`src/rtl/dac_i2c_pkg.sv`:
```
package dac_i2c_pkg;
  typedef enum logic [2:0] {
    ST_IDLE,
    ST_ADDR,
    ST_PTR,
    ST_MSB,
    ST_LSB
  } wr_state_e;

  localparam logic [7:0] BURST_PTR = 8'hFF;
endpackage

```
`src/rtl/dac_i2c_line_sync.sv`:
```
module dac_i2c_line_sync #(
  parameter int STAGES = 2
) (
  input  logic clk_i,
  input  logic rst_ni,
  input  logic scl_i,
  input  logic sda_i,
  output logic sda_o,
  output logic scl_rise_o,
  output logic scl_fall_o,
  output logic start_o,
  output logic stop_o
);
  logic [STAGES-1:0] scl_ff, sda_ff;
  logic scl_q, sda_q, scl_s;

  // bus idles high
  always_ff @(posedge clk_i or negedge rst_ni) begin
    if (!rst_ni) begin
      scl_ff <= '1;
      sda_ff <= '1;
      scl_q  <= 1'b1;
      sda_q  <= 1'b1;
    end else begin
      scl_ff <= {scl_ff[STAGES-2:0], scl_i};
      sda_ff <= {sda_ff[STAGES-2:0], sda_i};
      scl_q  <= scl_ff[STAGES-1];
      sda_q  <= sda_ff[STAGES-1];
    end
  end

  assign scl_s      = scl_ff[STAGES-1];
  assign sda_o      = sda_ff[STAGES-1];
  assign scl_rise_o = scl_s & ~scl_q;
  assign scl_fall_o = ~scl_s & scl_q;
  assign start_o    = scl_s & scl_q & sda_q & ~sda_o;
  assign stop_o     = scl_s & scl_q & ~sda_q & sda_o;
endmodule

```
`src/rtl/dac_i2c_byte_rx.sv`:
```
module dac_i2c_byte_rx (
  input  logic       clk_i,
  input  logic       rst_ni,
  input  logic       sda_i,
  input  logic       scl_rise_i,
  input  logic       scl_fall_i,
  input  logic       start_i,
  input  logic       stop_i,
  input  logic       ack_take_i,
  output logic [7:0] byte_o,
  output logic       byte_vld_o,
  output logic       sda_oe_o
);
  logic [2:0] bit_cnt;
  logic       active, in_ack, ack_clk, ack_pend;

  always_ff @(posedge clk_i or negedge rst_ni) begin
    if (!rst_ni) begin
      byte_o     <= '0;
      byte_vld_o <= 1'b0;
      sda_oe_o   <= 1'b0;
      bit_cnt    <= '0;
      active     <= 1'b0;
      in_ack     <= 1'b0;
      ack_clk    <= 1'b0;
      ack_pend   <= 1'b0;
    end else begin
      byte_vld_o <= 1'b0;
      if (start_i) begin
        active   <= 1'b1;
        bit_cnt  <= '0;
        in_ack   <= 1'b0;
        ack_clk  <= 1'b0;
        ack_pend <= 1'b0;
        sda_oe_o <= 1'b0;
      end else if (stop_i) begin
        active   <= 1'b0;
        bit_cnt  <= '0;
        in_ack   <= 1'b0;
        ack_clk  <= 1'b0;
        ack_pend <= 1'b0;
        sda_oe_o <= 1'b0;
      end else if (active) begin
        if (scl_rise_i && !in_ack) begin
          byte_o <= {byte_o[6:0], sda_i};
          if (bit_cnt == 3'd7) begin
            byte_vld_o <= 1'b1;
            in_ack     <= 1'b1;
          end
          bit_cnt <= bit_cnt + 3'd1;
        end
        // decision from the decoder, valid while byte_vld_o is high
        if (byte_vld_o) ack_pend <= ack_take_i;
        if (scl_fall_i && in_ack) begin
          if (!ack_clk) begin
            ack_clk  <= 1'b1;
            sda_oe_o <= ack_pend;
          end else begin
            ack_clk  <= 1'b0;
            in_ack   <= 1'b0;
            sda_oe_o <= 1'b0;
            ack_pend <= 1'b0;
          end
        end
      end
    end
  end
endmodule

```
`src/rtl/dac_i2c_wr_fsm.sv`:
```
module dac_i2c_wr_fsm
  import dac_i2c_pkg::*;
#(
  parameter int          NUM_CH      = 16,
  parameter int          DATA_W      = 14,
  parameter logic [4:0]  DEV_ADDR_HI = 5'b10101,
  localparam int         CH_W        = $clog2(NUM_CH)
) (
  input  logic              clk_i,
  input  logic              rst_ni,
  input  logic [7:0]        byte_i,
  input  logic              byte_vld_i,
  input  logic              start_i,
  input  logic              stop_i,
  input  logic [1:0]        ad_i,
  output logic              ack_take_o,
  output logic              wr_o,
  output logic [CH_W-1:0]   wr_ch_o,
  output logic [1:0]        wr_reg_o,
  output logic [DATA_W-1:0] wr_data_o,
  output logic              burst_o,
  output wr_state_e         state_o
);
  localparam int HI_W = DATA_W - 8;
  localparam logic [CH_W-1:0] LAST_CH = CH_W'(NUM_CH - 1);

  wr_state_e       state_q;
  logic [CH_W-1:0] ch_q;
  logic [7:0]      msb_q;
  logic            burst_q;
  logic            addr_hit;

  assign addr_hit = (byte_i[7:1] == {DEV_ADDR_HI, ad_i}) && !byte_i[0];

  always_comb begin
    ack_take_o = 1'b0;
    if (byte_vld_i) begin
      unique case (state_q)
        ST_ADDR:                 ack_take_o = addr_hit;
        ST_PTR, ST_MSB, ST_LSB:  ack_take_o = 1'b1;
        default:                 ack_take_o = 1'b0;
      endcase
    end
  end

  always_ff @(posedge clk_i or negedge rst_ni) begin
    if (!rst_ni) begin
      state_q   <= ST_IDLE;
      ch_q      <= '0;
      msb_q     <= '0;
      burst_q   <= 1'b0;
      wr_o      <= 1'b0;
      wr_ch_o   <= '0;
      wr_reg_o  <= '0;
      wr_data_o <= '0;
    end else begin
      wr_o <= 1'b0;
      if (start_i) begin
        state_q <= ST_ADDR;
        burst_q <= 1'b0;
      end else if (stop_i) begin
        state_q <= ST_IDLE;
        burst_q <= 1'b0;
      end else if (byte_vld_i) begin
        unique case (state_q)
          ST_ADDR: state_q <= addr_hit ? ST_PTR : ST_IDLE;
          ST_PTR: begin
            state_q <= ST_MSB;
            if (byte_i == BURST_PTR) begin
              burst_q <= 1'b1;
              ch_q    <= '0;
            end else begin
              ch_q <= byte_i[CH_W-1:0];
            end
          end
          ST_MSB: begin
            msb_q   <= byte_i;
            state_q <= ST_LSB;
          end
          ST_LSB: begin
            wr_o      <= 1'b1;
            wr_ch_o   <= ch_q;
            wr_reg_o  <= msb_q[7:6];
            wr_data_o <= {msb_q[HI_W-1:0], byte_i};
            if (burst_q && ch_q != LAST_CH) begin
              ch_q    <= ch_q + 1'b1;
              state_q <= ST_MSB;
            end else begin
              burst_q <= 1'b0;
              state_q <= ST_PTR;
            end
          end
          default: state_q <= ST_IDLE;
        endcase
      end
    end
  end

  assign burst_o = burst_q;
  assign state_o = state_q;
endmodule

```
`src/rtl/dac_i2c_wr_ctrl.sv`:
```
module dac_i2c_wr_ctrl
  import dac_i2c_pkg::*;
#(
  parameter int         NUM_CH      = 16,
  parameter int         DATA_W      = 14,
  parameter logic [4:0] DEV_ADDR_HI = 5'b10101,
  parameter int         SYNC_STAGES = 2,
  localparam int        CH_W        = $clog2(NUM_CH)
) (
  input  logic              clk_i,
  input  logic              rst_ni,
  input  logic              scl_i,
  input  logic              sda_i,
  input  logic [1:0]        ad_i,
  output logic              sda_oe_o,
  output logic              wr_o,
  output logic [CH_W-1:0]   wr_ch_o,
  output logic [1:0]        wr_reg_o,
  output logic [DATA_W-1:0] wr_data_o
);
  logic       sda_s, scl_rise, scl_fall, start_det, stop_det;
  logic [7:0] rx_byte;
  logic       byte_vld, ack_take, burst;
  wr_state_e  state;

  dac_i2c_line_sync #(.STAGES(SYNC_STAGES)) u_sync (
    .clk_i      (clk_i),
    .rst_ni     (rst_ni),
    .scl_i      (scl_i),
    .sda_i      (sda_i),
    .sda_o      (sda_s),
    .scl_rise_o (scl_rise),
    .scl_fall_o (scl_fall),
    .start_o    (start_det),
    .stop_o     (stop_det)
  );

  dac_i2c_byte_rx u_rx (
    .clk_i      (clk_i),
    .rst_ni     (rst_ni),
    .sda_i      (sda_s),
    .scl_rise_i (scl_rise),
    .scl_fall_i (scl_fall),
    .start_i    (start_det),
    .stop_i     (stop_det),
    .ack_take_i (ack_take),
    .byte_o     (rx_byte),
    .byte_vld_o (byte_vld),
    .sda_oe_o   (sda_oe_o)
  );

  dac_i2c_wr_fsm #(
    .NUM_CH      (NUM_CH),
    .DATA_W      (DATA_W),
    .DEV_ADDR_HI (DEV_ADDR_HI)
  ) u_fsm (
    .clk_i      (clk_i),
    .rst_ni     (rst_ni),
    .byte_i     (rx_byte),
    .byte_vld_i (byte_vld),
    .start_i    (start_det),
    .stop_i     (stop_det),
    .ad_i       (ad_i),
    .ack_take_o (ack_take),
    .wr_o       (wr_o),
    .wr_ch_o    (wr_ch_o),
    .wr_reg_o   (wr_reg_o),
    .wr_data_o  (wr_data_o),
    .burst_o    (burst),
    .state_o    (state)
  );
endmodule

```
`config.mk`:
```
export PLATFORM = sky130hd
export DESIGN_NAME = dac_i2c_wr_ctrl
export DESIGN_NICKNAME = d
export VERILOG_FILES = /design/src/rtl/dac_i2c_pkg.sv /design/src/rtl/dac_i2c_line_sync.sv /design/src/rtl/dac_i2c_byte_rx.sv /design/src/rtl/dac_i2c_wr_fsm.sv /design/src/rtl/dac_i2c_wr_ctrl.sv
export SDC_FILE = /design/constraint.sdc
export NUM_CORES = 1
export LEC_CHECK = 0
export ABC_CLOCK_PERIOD_IN_PS = 3300
export BUFFER_PORTS_ARGS = -buffer_cell sky130_fd_sc_hd__buf_4
export CAP_MARGIN = 20
export CELL_PAD_IN_SITES_DETAIL_PLACEMENT = 1
export CELL_PAD_IN_SITES_GLOBAL_PLACEMENT = 1
export CORE_AREA = 3 3 77 79
export DETAILED_ROUTE_END_ITERATION = 6
export DIE_AREA = 0 0 80 82
export PLACE_DENSITY = 0.93
export SYNTH_ARGS = -nofsm -noshare
export SYNTH_HDL_FRONTEND = slang
export SYNTH_HIERARCHICAL = 1
export SYNTH_SLANG_ARGS = --single-unit
export TNS_END_PERCENT = 30
```
`constraint.sdc`:
```
create_clock -name clk_i -period 3.3 [get_ports clk_i]
set_input_delay 0.33 -clock clk_i [delete_from_list [all_inputs] [get_ports clk_i]]
set_output_delay 0.33 -clock clk_i [all_outputs]
set_load 0.02 [all_outputs]
```
# Yosys cells after proc, flatten, opt, wreduce, memory -nomap -nowiden
# Cells that the tools add are included.
[totals]
ff_bits = 60
input_bits = 6
out_inout_bits = 22
wordCells = 121
[classes]
n_addsub = 2
eq_ne = 11
muxes = 54
n_bitwise = 13
n_reduce_logical = 21
[op_table]
columns = ["operator", "count"]
rows = [
  ["1-bit 2-to-1 mux", 40],
  ["3-bit 2-to-1 mux", 7],
  ["4-bit AND reduction", 4],
  ["3-bit case mux with 4 select lines", 1],
  ["3-bit nonzero test", 4],
  ["8-bit == test, second input constant", 1],
  ["4-bit 2-to-1 mux", 2],
  ["4-bit != test, second input constant", 2],
  ["4-bit case mux with 2 select lines", 1],
  ["1-bit AND", 7],
  ["7-bit == test", 1],
  ["3-bit by 2-bit == test with 1-bit output, second input constant", 2],
  ["3-bit == test, second input constant", 2],
  ["1-bit NOT", 6],
  ["5-bit AND reduction", 1],
  ["4-bit by 1-bit adder with 4-bit output, second input constant", 1],
  ["1-bit logical AND", 4],
  ["4-bit by 3-bit != test with 1-bit output, second input constant", 1],
  ["1-bit case mux with 2 select lines", 2],
  ["2-bit AND reduction", 2],
  ["2-bit nonzero test", 2],
  ["4-bit nonzero test", 1],
  ["3-bit by 1-bit adder with 3-bit output, second input constant", 1],
  ["3-bit by 1-bit == test with 1-bit output, second input constant", 1],
  ["other kinds (4)", 5],
]

# Longest topological paths before layout
# Gate-level depths: netlist (run 1).
[logic_depth]
depth_word = 9
mapped_depth = 7
depth_no_buf = 6

# By module
# The synthesis (run 1) kept the hierarchy.
[modules_own_cells]
columns = ["mod", "n_inst", "cells_each", "area_each_um2", "seq_area_each_um2"]
rows = [
  ["dac_i2c_wr_fsm", 1, 136, 1823.0, 925.9],
  ["dac_i2c_byte_rx", 1, 55, 749.5, 425.4],
  ["dac_i2c_line_sync", 1, 10, 190.2, 157.7],
]

# Worst setup path after synthesis (run 1)
# OpenSTA, ideal clock, no wires.
[synth_timing]
kind = "reg2reg"
startpoint = "register u_sync.sda_q"
endpoint = "register u_rx.byte_o[0]"
setup_time_ns = 0.125
arrival_time_ns = 1.802
required_time_ns = 3.175
slack_ns = 1.373
stages_incl_launch_ff = 7
n_path_buf = 2
period_less_slack_ns = 1.927
cell_sequence = "dfstp_2 and4b_1 or2_1 buf_6 or2_1 buf_6 mux2_4"
[synth_between]
elab_chain_len = 5
word_cells_on_any_way = 8
classes_between = "bitwise (7); reduce/logical (1)"
[synth_rtl]
columns = ["element", "line_no", "text"]
rows = [
  ["from (decl)", "dac_i2c_line_sync.sv:15", "logic scl_q, sda_q, scl_s;"],
  ["from (signal assigned)", "dac_i2c_line_sync.sv:28", "sda_q <= sda_ff[STAGES-1];"],
  ["1-bit NOT", "dac_i2c_line_sync.sv:37", "assign stop_o = scl_s & scl_q & ~sda_q & sda_o;"],
  ["1-bit AND (2 in series)", "dac_i2c_line_sync.sv:37", ""],
  ["net stop_det", "dac_i2c_wr_ctrl.sv:21", "logic sda_s, scl_rise, scl_fall, start_det, stop_det;"],
  ["1-bit NOT (no line)", "-", ""],
  ["4-bit AND reduction (no line)", "-", ""],
  ["to (signal assigned)", "dac_i2c_byte_rx.sv:45", "byte_o <= {byte_o[6:0], sda_i};"],
  ["to (decl)", "dac_i2c_byte_rx.sv:10", "output logic [7:0] byte_o,"],
]
# The timed path passes the listed nets, and every way through them passes these cells.
# A chain may end at the register's enable or synchronous reset.

# Worst setup path after layout (run 1)
[layout_timing]
startpoint = "register u_fsm.state_q[2] (netlist: u_fsm/state_o[2])"
endpoint = "register u_fsm.wr_data_o[7]"
[layout_between]
elab_chain_len = 2
[layout_rtl]
columns = ["element", "line_no", "text"]
rows = [
  ["from (decl)", "dac_i2c_wr_fsm.sv:27", "wr_state_e state_q;"],
  ["from (signal assigned)", "dac_i2c_wr_fsm.sv:66", "ST_ADDR: state_q <= addr_hit ? ST_PTR : ST_IDLE;"],
  ["3-bit == test", "dac_i2c_wr_fsm.sv:65", "unique case (state_q)"],
  ["4-bit AND reduction (no line)", "-", ""],
  ["to (signal assigned)", "dac_i2c_wr_fsm.sv:84", "wr_data_o <= {msb_q[HI_W-1:0], byte_i};"],
  ["to (decl)", "dac_i2c_wr_fsm.sv:20", "output logic [DATA_W-1:0] wr_data_o,"],
]
# No other way between the ends.

==> results by group, run 1 <==
Clocking
  • CTS Sinks: 60
  • Clock latency on the worst-skew pair: 0.33 ns
  • CTS Buf Count: 9
  • CTS HTree Levels: 3
  • Post-CTS Resized: 0
  • Post-CTS Setup Bufs: 0
  • Root buf cell: clkbuf_8
  • Hold_buf cts: 0
  • Clock Pin Slew Worst Setup and Hold Paths: 0.07 ns
  • CTS Buffer Depth: 2
  • CTS tree: built

Global route
  • Met1 usage: 0.233
  • GRT Util Overall: 0.201
  • Met3 GRT Util: 0.0548
  • Initial antenna violation count: 0
  • Met2 Use GR: 0.352
  • Vias in the first global route: 1894
  • Total gr overflow: 0
  • Largest net degree at the start of global routing: 61
  • Busiest grt layer: met2
  • First-pass GRT wire length: 9660 um

Yosys
  • Mux contribution to synthesized area: 0.194
  • Adder-Cell Fraction of Synth Area: 0.0136
  • Asr flop ratio synth: 1.00
  • Simple-gate share of the synthesized area: 0.127
  • Synth warn: 6
  • Synth Area per Inst: 13.7 um^2
  • Flops & latches, synth: 60
  • Sequential area share after synthesis: 0.546
  • Distinct cells, synth: 46
  • Synthesized Nets: 210
  • Ys flop type: dfrtp_1
  • Cells after Synth: 201
  • Largest family of logic cells by synthesized area: multiplexers
  • Post-synth EDFFs: 0
  • Post-Syn Area: 2760 um^2
  • Post-Synth XOR/XNOR Area: 0.0127
  • Post-synthesis compound-gate area fraction: 0.0697

Critical path
  • Crit path kind: reg2reg
  • Arrival time of the worst setup path: 2.58 ns
  • Maximum fanout along the worst path: 21
  • Worst setup SP type: flip-flop
  • WP data required: 3.51 ns
  • CP endpoint kind: flip-flop

Pwr
  • P per Cell Area: 530 nW/um^2
  • Static leakage: 0.00158 uW
  • Max VDD drop: 0.285 mV

Finish
  • Fin nets: 239
  • Post-route cell area: 3140 um^2
  • Area Growth Syn to Fin: 13.7%
  • Layout cells sized above 1: 0.402
  • Most common cell after layout, fill and taps aside: dfrtp_1
  • # fillers: 546
  • N_diodes: 0
  • Most frequent cells in the layout: dfrtp_1 (54), buf_4 (27), mux2_4 (27), clkbuf_8 (11), nor2_1 (10)

Die
  • Die area: 6560 um^2
  • Die width: 80 um
  • Core box area: 5410 um^2
  • # rows: 27
  • # IOs: 28
  • Die Span Y: 82 um
  • Initial Util: 0.511

Drt
  • Vias per cell: 5.68
  • WL/cell: 20.0 um
  • Pre-antenna DRT Iters: 4
  • Via count: 1738
  • ANT nets after route: 0
  • # DRC: 0
  • Detailed Route Iter0 Violations: 63
  • Drt total wl: 6120 um

STA
  • Total negative slack: 0 ns
  • Clk_skew: 0.00866 ns
  • Setup ws final: 0.930 ns
  • Fmax: 422 MHz
  • Count of final setup violators: 0
  • Min Tclk post-route: 2.37 ns
  • Final period util: 0.718
  • Max_slew headroom: 0.471
  • Slew Viols, Final: 0
  • Least-Margin Pin Slew: 0.792 ns
  • RSZ-0062 raised after global routing: false
  • Final hold violation count: 0

Placed design
  • IO buf count: 27
  • Post-DP HPWL: 4240 um
  • Worst slack, placed: 0.952 ns
  • Area after DPL: 2970 um^2
  • Placer Congestion: 0.796

Run
  • # Max-Cap Violations: 0

Worst hold path
  • Worst hold path class: in2async

Run status
  • Status: finished, final reports clean
## worst max-delay path, stage by stage (launching register included)
cell and delay, ns:
dfrtp_1 0.59, nor3b_2 0.41, nand3_2 0.70, mux2_4 0.54
## per-layer routing
metal  up-vias  part of all wire  routed length [um]
met5         -                 0                   0
met3         8             0.034                 210
met1       913              0.41                2510
met4         0             0.013                  78
met2        36              0.54                3320
li1        781                 -                   -
## power breakdown
part	total (uW)	switching (uW)	internal (uW)
Sequential	916	115	800
Combinational	171	68.3	102
Clock	579	272	307
Total	1670	455	1210
## cells in the mapped netlist (3+ instances only)
master    n  share of area
dfstp_2   6          0.057
dfrtp_1  54           0.49
mux2_2    9          0.037
nor2b_1   4         0.0091
nand2_1   9          0.012
inv_1     5         0.0068
ha_1      3          0.014
nor2_1   10          0.014
mux2_4   27           0.15
a31oi_1   6          0.014
xor2_1    4          0.013
mux2i_1   3          0.011
buf_6     6          0.024
a21oi_1   5         0.0091
nand3_1   6          0.011
## logic make-up after synthesis
group           count (synthesis)
compound gates                 27
xor+xnor                        4
fa+ha+maj                       3
buf+inv                        14
flops                          60
mux                            39
simple gates                   54
## state kept, by name, indices dropped and copies added, names as in the netlist, 2 cells and up
name / flops
u_sync/scl_ff: 2
u_fsm/wr_ch_o: 4
u_fsm/msb_q: 8
u_sync/sda_ff: 2
u_fsm/wr_data_o: 14
u_fsm/state_o: 3
u_fsm/wr_reg_o: 2
u_fsm/ch_q: 4
u_rx/byte_o: 8
u_rx/bit_cnt: 3
## cell type report
class                      count  area, um^2  area share
clock buffer                  13         159      0.0506
tap                           72        90.1      0.0287
sequential                    60        1510       0.480
multi-input combinational    127        1150       0.367
timing repair buffer          27         203      0.0645
inverter                       5        18.8     0.00597
clock inverter                 2        10.0     0.00319
## worst paths after layout
kind / startpoint / endpoint / slack, ns / cells past startpoint
hold / removal: rst_ni / u_fsm/wr_ch_o[0] / 0.07 / 1
max in group asynchronous: rst_ni / u_fsm/wr_data_o[5] / 2.73 / 1
setup reg to reg: u_fsm/state_o[2] / u_fsm/wr_data_o[7] / 0.93 / 3
min in group clk_i: sda_i / u_sync/sda_ff[0] / 0.11 / 1
hold reg to reg: u_sync/scl_ff[0] / u_sync/scl_ff[1] / 0.36 / 0
setup / recovery: u_fsm/state_o[2] / u_fsm/wr_data_o[7] / 0.93 / 3
## through the flow
stage | instances | total power [uW] | hold WS (ns) | util
after global placement | 291 | 1070 | 0.346 | 0.550
after CTS | 306 | 1680 | 0.0799 | 0.581
final | 306 | 1670 | 0.0727 | 0.581
after global routing | 306 | 1750 | 0.0846 | 0.581
after floorplan | 201 | 1020 | 0.0344 | -
after detailed placement | 291 | 1100 | 0.350 | 0.550
No activity file was read; power rests on OpenSTA's default activity.
==> run 2, diff against run 1 <==
--- a/config.mk
+++ b/config.mk
@@ -5,15 +5,16 @@
 export SDC_FILE = /design/constraint.sdc
 export NUM_CORES = 1
 export LEC_CHECK = 0
-export ABC_CLOCK_PERIOD_IN_PS = 3300
+export ABC_AREA = 1
+export ABC_CLOCK_PERIOD_IN_PS = 2200
 export BUFFER_PORTS_ARGS = -buffer_cell sky130_fd_sc_hd__buf_4
 export CAP_MARGIN = 20
 export CELL_PAD_IN_SITES_DETAIL_PLACEMENT = 1
 export CELL_PAD_IN_SITES_GLOBAL_PLACEMENT = 1
-export CORE_AREA = 3 3 77 79
+export CORE_AREA = 3 3 84 86
 export DETAILED_ROUTE_END_ITERATION = 6
-export DIE_AREA = 0 0 80 82
-export PLACE_DENSITY = 0.93
+export DIE_AREA = 0 0 87 89
+export PLACE_DENSITY = 0.86
 export SYNTH_ARGS = -nofsm -noshare
 export SYNTH_HDL_FRONTEND = slang
 export SYNTH_HIERARCHICAL = 1
==> constraint.sdc (replaced) <==
create_clock -name clk_i -period 2.2 [get_ports clk_i]
set_input_delay 0.22 -clock clk_i [delete_from_list [all_inputs] [get_ports clk_i]]
set_output_delay 0.22 -clock clk_i [all_outputs]
set_load 0.02 [all_outputs]
==> results by group, run 2 <==
STA
  • Max_slew headroom: 0.506
  • Fmax: 510 MHz
  • Final period util: 0.892
  • Hold Slack: 0.359 ns
  • Least-Margin Pin Slew: 0.741 ns
  • Total negative slack: 0 ns
  • Min Tclk post-route: 1.96 ns
  • Slew Viols, Final: 0
  • Count of final setup violators: 0
  • Clk_skew: 0.0153 ns
  • RSZ-0062 raised after global routing: false
  • Final hold violation count: 0

Placed design
  • IO buf count: 27
  • Placer Congestion: 0.779
  • Post-DP HPWL: 4350 um

Yosys
  • Top post-synthesis cells by count: nand2_1 (125), dfrtp_1 (54), inv_1 (33)
  • Most frequent cell after synthesis: nand2_1
  • Post-synth EDFFs: 0
  • Top cells by area, synth: dfrtp_1 (49%), nand2_1 (17%), dfstp_2 (5.7%)
  • Synth warn: 6
  • Post-Syn Area: 2760 um^2
  • Distinct cells, synth: 26
  • Asr flop ratio synth: 1.00
  • Flops & latches, synth: 60
  • Sequential area share after synthesis: 0.547
  • Cells after Synth: 321
  • Ys flop type: dfrtp_1
  • Synth Area per Inst: 8.59 um^2
  • Post-synth top area cell: dfrtp_1
  • Area fraction of the dominant cell type after synthesis: 0.490
  • Synthesized Nets: 330

Finish
  • Fin nets: 364
  • Area Growth Syn to Fin: 15.8%
  • Top reg by flops: u_fsm/wr_data_o
  • Most frequent cells in the layout: nand2_1 (125), dfrtp_1 (54), inv_1 (33), buf_4 (29), nand3_1 (25)
  • Most common cell after layout, fill and taps aside: nand2_1
  • Max reg flops: 14
  • Layout cells sized above 1: 0.200
  • N_diodes: 0
  • Biggest regs: u_fsm/wr_data_o x14, u_fsm/msb_q x8, u_rx/byte_o x8

Run status
  • Status: finished, final reports clean

Clocking
  • Post-CTS Resized: 0
  • Clock Pin Slew Worst Setup and Hold Paths: 0.07 ns
  • CTS Buf Count: 9
  • CTS Sinks: 60
  • CTS HTree Levels: 3
  • CTS tree: built
  • Clock latency on the worst-skew pair: 0.35 ns
  • CTS Buffer Depth: 2
  • Root buf cell: clkbuf_8
  • Post-CTS Setup Bufs: 0

Global route
  • Total gr overflow: 0
  • Vias in the first global route: 2270
  • Initial antenna violation count: 0
  • First-pass GRT wire length: 10500 um
  • Largest net degree at the start of global routing: 61
  • GRT Util Overall: 0.178

Die
  • Core box area: 6350 um^2
  • Initial Util: 0.434
  • Die width: 87 um
  • # rows: 29
  • # IOs: 28
  • Die area: 7740 um^2
  • Die Span Y: 89 um

Drt
  • Via count: 2185
  • Vias per cell: 5.00
  • Pre-antenna DRT Iters: 4
  • WL/cell: 14.0 um
  • Detailed Route Iter0 Violations: 59
  • Drt total wl: 6100 um
  • # DRC: 0
  • ANT nets after route: 0

Worst hold path
  • Hold path startpoint: u_sync/sda_ff[0]
  • Min-Delay Endpoint: u_sync/sda_ff[1]
  • WHS Path Cells: 0
  • Worst hold path class: reg2reg

Critical path
  • WP data required: 2.45 ns
  • Worst R2R Start: u_sync/scl_ff[1]
  • Crit path kind: reg2reg
  • Maximum fanout along the worst path: 29
  • CP endpoint kind: flip-flop
  • R2R cell count: 8
  • Reg2reg end: u_fsm/wr_data_o[0]
  • Arrival time of the worst setup path: 2.21 ns
  • Worst setup SP type: flip-flop
  • R2R setup slack: 0.24 ns

Run
  • # Max-Cap Violations: 0

Pwr
  • Static leakage: 0.00171 uW
  • P per Cell Area: 778 nW/um^2
  • Max VDD drop: 0.439 mV
run 2: cell types whose count changed in the layout (fill, tap and decap cells not counted), moves of 6 or more:
cell,change
o21ai_2,+8
nand4_1,+6
o21ai_0,+11
mux2_2,-9
nor2_1,+7
mux2_4,-27
inv_1,+28
nand3_1,+19
nand2_1,+116
a31oi_1,-6
run 2: kinds of logic (layout without fill, tap and decap cells):
family / Yosys count / count (layout) / share of synthesized area
AOI/OAI and AO/OA: 24 / 24 / 0.0545
adders and majority gates: 3 / 3 / 0.0136
buffers and inverters: 44 / 83 / 0.0785
DFF: 60 / 60 / 0.547
and+or+nand+nor: 190 / 190 / 0.306
run 2: final cells by class:
cell class                      instances  area (um^2)
Sequential cell                        60         1510
Inverter                               35          131
Tap cell                               77         96.3
Multi-Input combinational cell        217         1030
Fill cell                             765         3160
Timing Repair Buffer                   32          248
Clock inverter                          7         53.8
Clock buffer                            9          124
run 2: how the worst max path moves through the flow:
stage / from / to / slack, ns / depth (start not counted)
after floorplan: u_sync/scl_ff[1] / u_fsm/state_o[2] / 0.54 / 8
after global placement: u_sync/sda_q / u_fsm/wr_data_o[5] / 0.39 / 9
after detailed placement: u_sync/scl_ff[1] / u_fsm/wr_data_o[0] / 0.24 / 8
after CTS: u_sync/sda_ff[1] / u_fsm/wr_data_o[0] / 0.20 / 8
after global routing: u_sync/sda_q / u_fsm/wr_data_o[0] / 0.04 / 9
final: u_sync/scl_ff[1] / u_fsm/wr_data_o[0] / 0.24 / 8
run 2: metrics by stage:
stage	instances	utilization	total power, uW	setup slack, ns	instance area [um^2]
4_1_cts	437	0.503	2520	0.199	3190
3_3_place_gp	418	0.470	1600	0.387	2990
3_5_place_dp	418	0.470	1630	0.236	2990
6_report	437	0.503	2490	0.238	3190
5_1_grt	437	0.503	2640	0.0426	3190
2_1_floorplan	321	-	1510	0.544	2760
run 2: where the power goes:
part / total [uW] / switching [uW] / internal [uW]
logic: 299 / 196 / 103
registers: 1310 / 117 / 1190
clock network: 878 / 468 / 410
run 2: timing repair:
action | 4_1_cts | 5_1_grt
hold buffers | 3 | 0
hold endpoints to repair | 56 | 0
endpoints found under the setup margin | 0 | 0
run 2: worst max-delay path, stage by stage (launching register included):
cell     delay, ns
dfstp_2       0.55
nand2_1       0.07
nor2_1        0.35
nor2_2        0.11
nand2_2       0.11
nor2_4        0.09
inv_2         0.34
nand2_1       0.13
o21ai_0       0.11
run 2: layer usage:
metal  global-route usage  routed length, um  vias to the layer above
met5                    0                  0                        -
met4               0.0935                117                        0
met3               0.0313                265                       12
li1                     -                  -                     1078
met2                0.304               3100                       36
met1                0.215               2620                     1059
==> run 3, diff against run 2 <==
--- a/config.mk
+++ b/config.mk
@@ -5,16 +5,15 @@
 export SDC_FILE = /design/constraint.sdc
 export NUM_CORES = 1
 export LEC_CHECK = 0
-export ABC_AREA = 1
 export ABC_CLOCK_PERIOD_IN_PS = 2200
 export BUFFER_PORTS_ARGS = -buffer_cell sky130_fd_sc_hd__buf_4
 export CAP_MARGIN = 20
 export CELL_PAD_IN_SITES_DETAIL_PLACEMENT = 1
 export CELL_PAD_IN_SITES_GLOBAL_PLACEMENT = 1
-export CORE_AREA = 3 3 84 86
+export CORE_AREA = 3 3 80 82
 export DETAILED_ROUTE_END_ITERATION = 6
-export DIE_AREA = 0 0 87 89
-export PLACE_DENSITY = 0.86
+export DIE_AREA = 0 0 83 85
+export PLACE_DENSITY = 0.87
 export SYNTH_ARGS = -nofsm -noshare
 export SYNTH_HDL_FRONTEND = slang
 export SYNTH_HIERARCHICAL = 1
==> results by group, run 3 (synthesis results as in run 1) <==
Placed design
  • Dpl cells: 301
  • IO buf count: 27
  • Placer Congestion: 0.858
  • Post-DP HPWL: 3770 um

Global route
  • Largest net degree at the start of global routing: 61
  • Initial antenna violation count: 0
  • First-pass GRT wire length: 9920 um
  • GRT Util Overall: 0.180
  • Total gr overflow: 0
  • Vias in the first global route: 1925

Clocking
  • Clock latency on the worst-skew pair: 0.34 ns
  • CTS HTree Levels: 3
  • CTS tree: built
  • CTS Buffer Depth: 2
  • Hold_buf cts: 3
  • Post-CTS Setup Bufs: 0
  • Post-CTS Resized: 0
  • CTS Sinks: 60
  • Root buf cell: clkbuf_8
  • Clock Pin Slew Worst Setup and Hold Paths: 0.06 ns
  • CTS Buf Count: 9

Pwr
  • Pint: 2090 uW
  • P_sw: 709 uW
  • Final Power: 2800 uW
  • Sequential power share: 0.485
  • Max VDD drop: 0.488 mV
  • Sw frac: 0.253
  • Static leakage: 0.00166 uW
  • P per Cell Area: 851 nW/um^2
  • Clock power share: 0.413
  • Gate power share: 0.103

Finish
  • # fillers: 595
  • N_diodes: 0
  • Area Growth Syn to Fin: 19.2%
  • Top reg by flops: u_fsm/wr_data_o
  • Most common cell after layout, fill and taps aside: dfrtp_1
  • Layout cells sized above 1: 0.424
  • Fin nets: 249
  • Most frequent cells in the layout: dfrtp_1 (54), buf_4 (34), mux2_4 (27), clkbuf_8 (12), nor2_1 (10)
  • Biggest regs: u_fsm/wr_data_o x14, u_fsm/msb_q x8, u_rx/byte_o x8
  • Layout Cells excl Fill: 320
  • Max reg flops: 14

Die
  • Die Span Y: 85 um
  • # rows: 28
  • # IOs: 28
  • Initial Util: 0.475
  • Die width: 83 um
  • Core box area: 5820 um^2
  • Die area: 7060 um^2

STA
  • Count of final setup violators: 0
  • Max_slew headroom: 0.495
  • Min Tclk post-route: 2.11 ns
  • Hold Slack: 0.356 ns
  • Least-Margin Pin Slew: 0.758 ns
  • Slew Viols, Final: 0
  • Final period util: 0.959
  • Fmax: 474 MHz
  • Total negative slack: 0 ns
  • Clk_skew: 0.0102 ns
  • Final hold violation count: 0
  • RSZ-0062 raised after global routing: false

Critical path
  • Worst R2R Start: u_sync/sda_ff[1]
  • Maximum fanout along the worst path: 9
  • R2R cell count: 4
  • Reg2reg end: u_rx/byte_o[0]
  • Crit path kind: reg2reg
  • Worst setup SP type: flip-flop
  • WP data required: 2.42 ns
  • CP endpoint kind: flip-flop
  • R2R setup slack: 0.09 ns
  • Arrival time of the worst setup path: 2.33 ns

Drt
  • # DRC: 0
  • Via count: 1735
  • Pre-antenna DRT Iters: 4
  • Detailed Route Iter0 Violations: 87
  • ANT nets after route: 0
  • Vias per cell: 5.42
  • WL/cell: 17.9 um
  • Drt total wl: 5740 um

Run status
  • Status: finished, final reports clean

Worst hold path
  • Min-Delay Endpoint: u_sync/sda_ff[1]
  • Hold path startpoint: u_sync/sda_ff[0]
  • WHS Path Cells: 0
  • Worst hold path class: reg2reg

Run
  • # Max-Cap Violations: 0
-- run 3: cell count changes in the layout (fill, tap and decap cells not counted), sizes merged, moves of 4 or more --
| cell | before | now |
|---|---|---|
| nor2b | 0 | 4 |
| nand4 | 8 | 2 |
| inv | 35 | 5 |
| o21ai | 21 | 2 |
| mux2 | 0 | 36 |
| buf | 29 | 34 |
| xor2 | 0 | 4 |
| nor2 | 23 | 11 |
| nand2 | 127 | 9 |
| a31oi | 0 | 6 |
| nand3 | 27 | 7 |
-- run 3: worst max-delay path by stage --
stage | startpoint | endpoint | slack, ns | cells after the start
after CTS | u_sync/sda_ff[1] | u_rx/byte_o[1] | 0.11 | 4
after global routing | u_sync/sda_ff[1] | u_rx/byte_o[2] | 0.009 | 4
after floorplan | u_sync/sda_q | u_rx/byte_o[0] | 0.27 | 6
after detailed placement | u_sync/sda_ff[1] | u_rx/byte_o[1] | 0.14 | 4
final | u_sync/sda_ff[1] | u_rx/byte_o[0] | 0.09 | 4
after global placement | u_sync/sda_ff[1] | u_rx/byte_o[0] | 0.22 | 4
-- run 3: final cells by class --
type,count,area (um^2),area share
clock buffer,12,165,0.0501
timing repair buffer,37,285,0.0866
tap,75,93.8,0.0285
sequential,60,1510,0.458
clock inverter,4,70.1,0.0213
multi-input combinational,127,1150,0.350
inverter,5,18.8,0.00570
-- run 3: power by group through the flow --
stage / Clock (uW) / Combinational, uW / Sequential (uW)
global route: 1240 / 326 / 1380
finish: 1160 / 287 / 1360
CTS: 1180 / 291 / 1360
floorplan: 0 / 218 / 1310
detailed placement: 0 / 282 / 1370
global placement: 0 / 268 / 1360
-- run 3: critical path, stage by stage (launching register included) --
cell	delay, ns
dfstp_2	0.56
and4b_1	0.39
or2_1	0.20
or2_1	0.49
mux2_4	0.35
-- run 3: metal layers --
| metal | part of all wire | track usage | wire length (um) |
|---|---|---|---|
| met5 | 0 | 0 | 0 |
| met4 | 0.017 | 0.0832 | 97 |
| met3 | 0.041 | 0.0495 | 237 |
| met2 | 0.49 | 0.281 | 2800 |
| met1 | 0.45 | 0.234 | 2600 |
-- run 3: metrics by stage --
step	setup WS, ns	instance area (um^2)	utilization
after CTS	0.113	3290	0.566
after floorplan	0.273	2760	-
final	0.0902	3290	0.566
after global placement	0.219	3030	0.521
after detailed placement	0.144	3030	0.521
after global routing	0.00949	3290	0.566
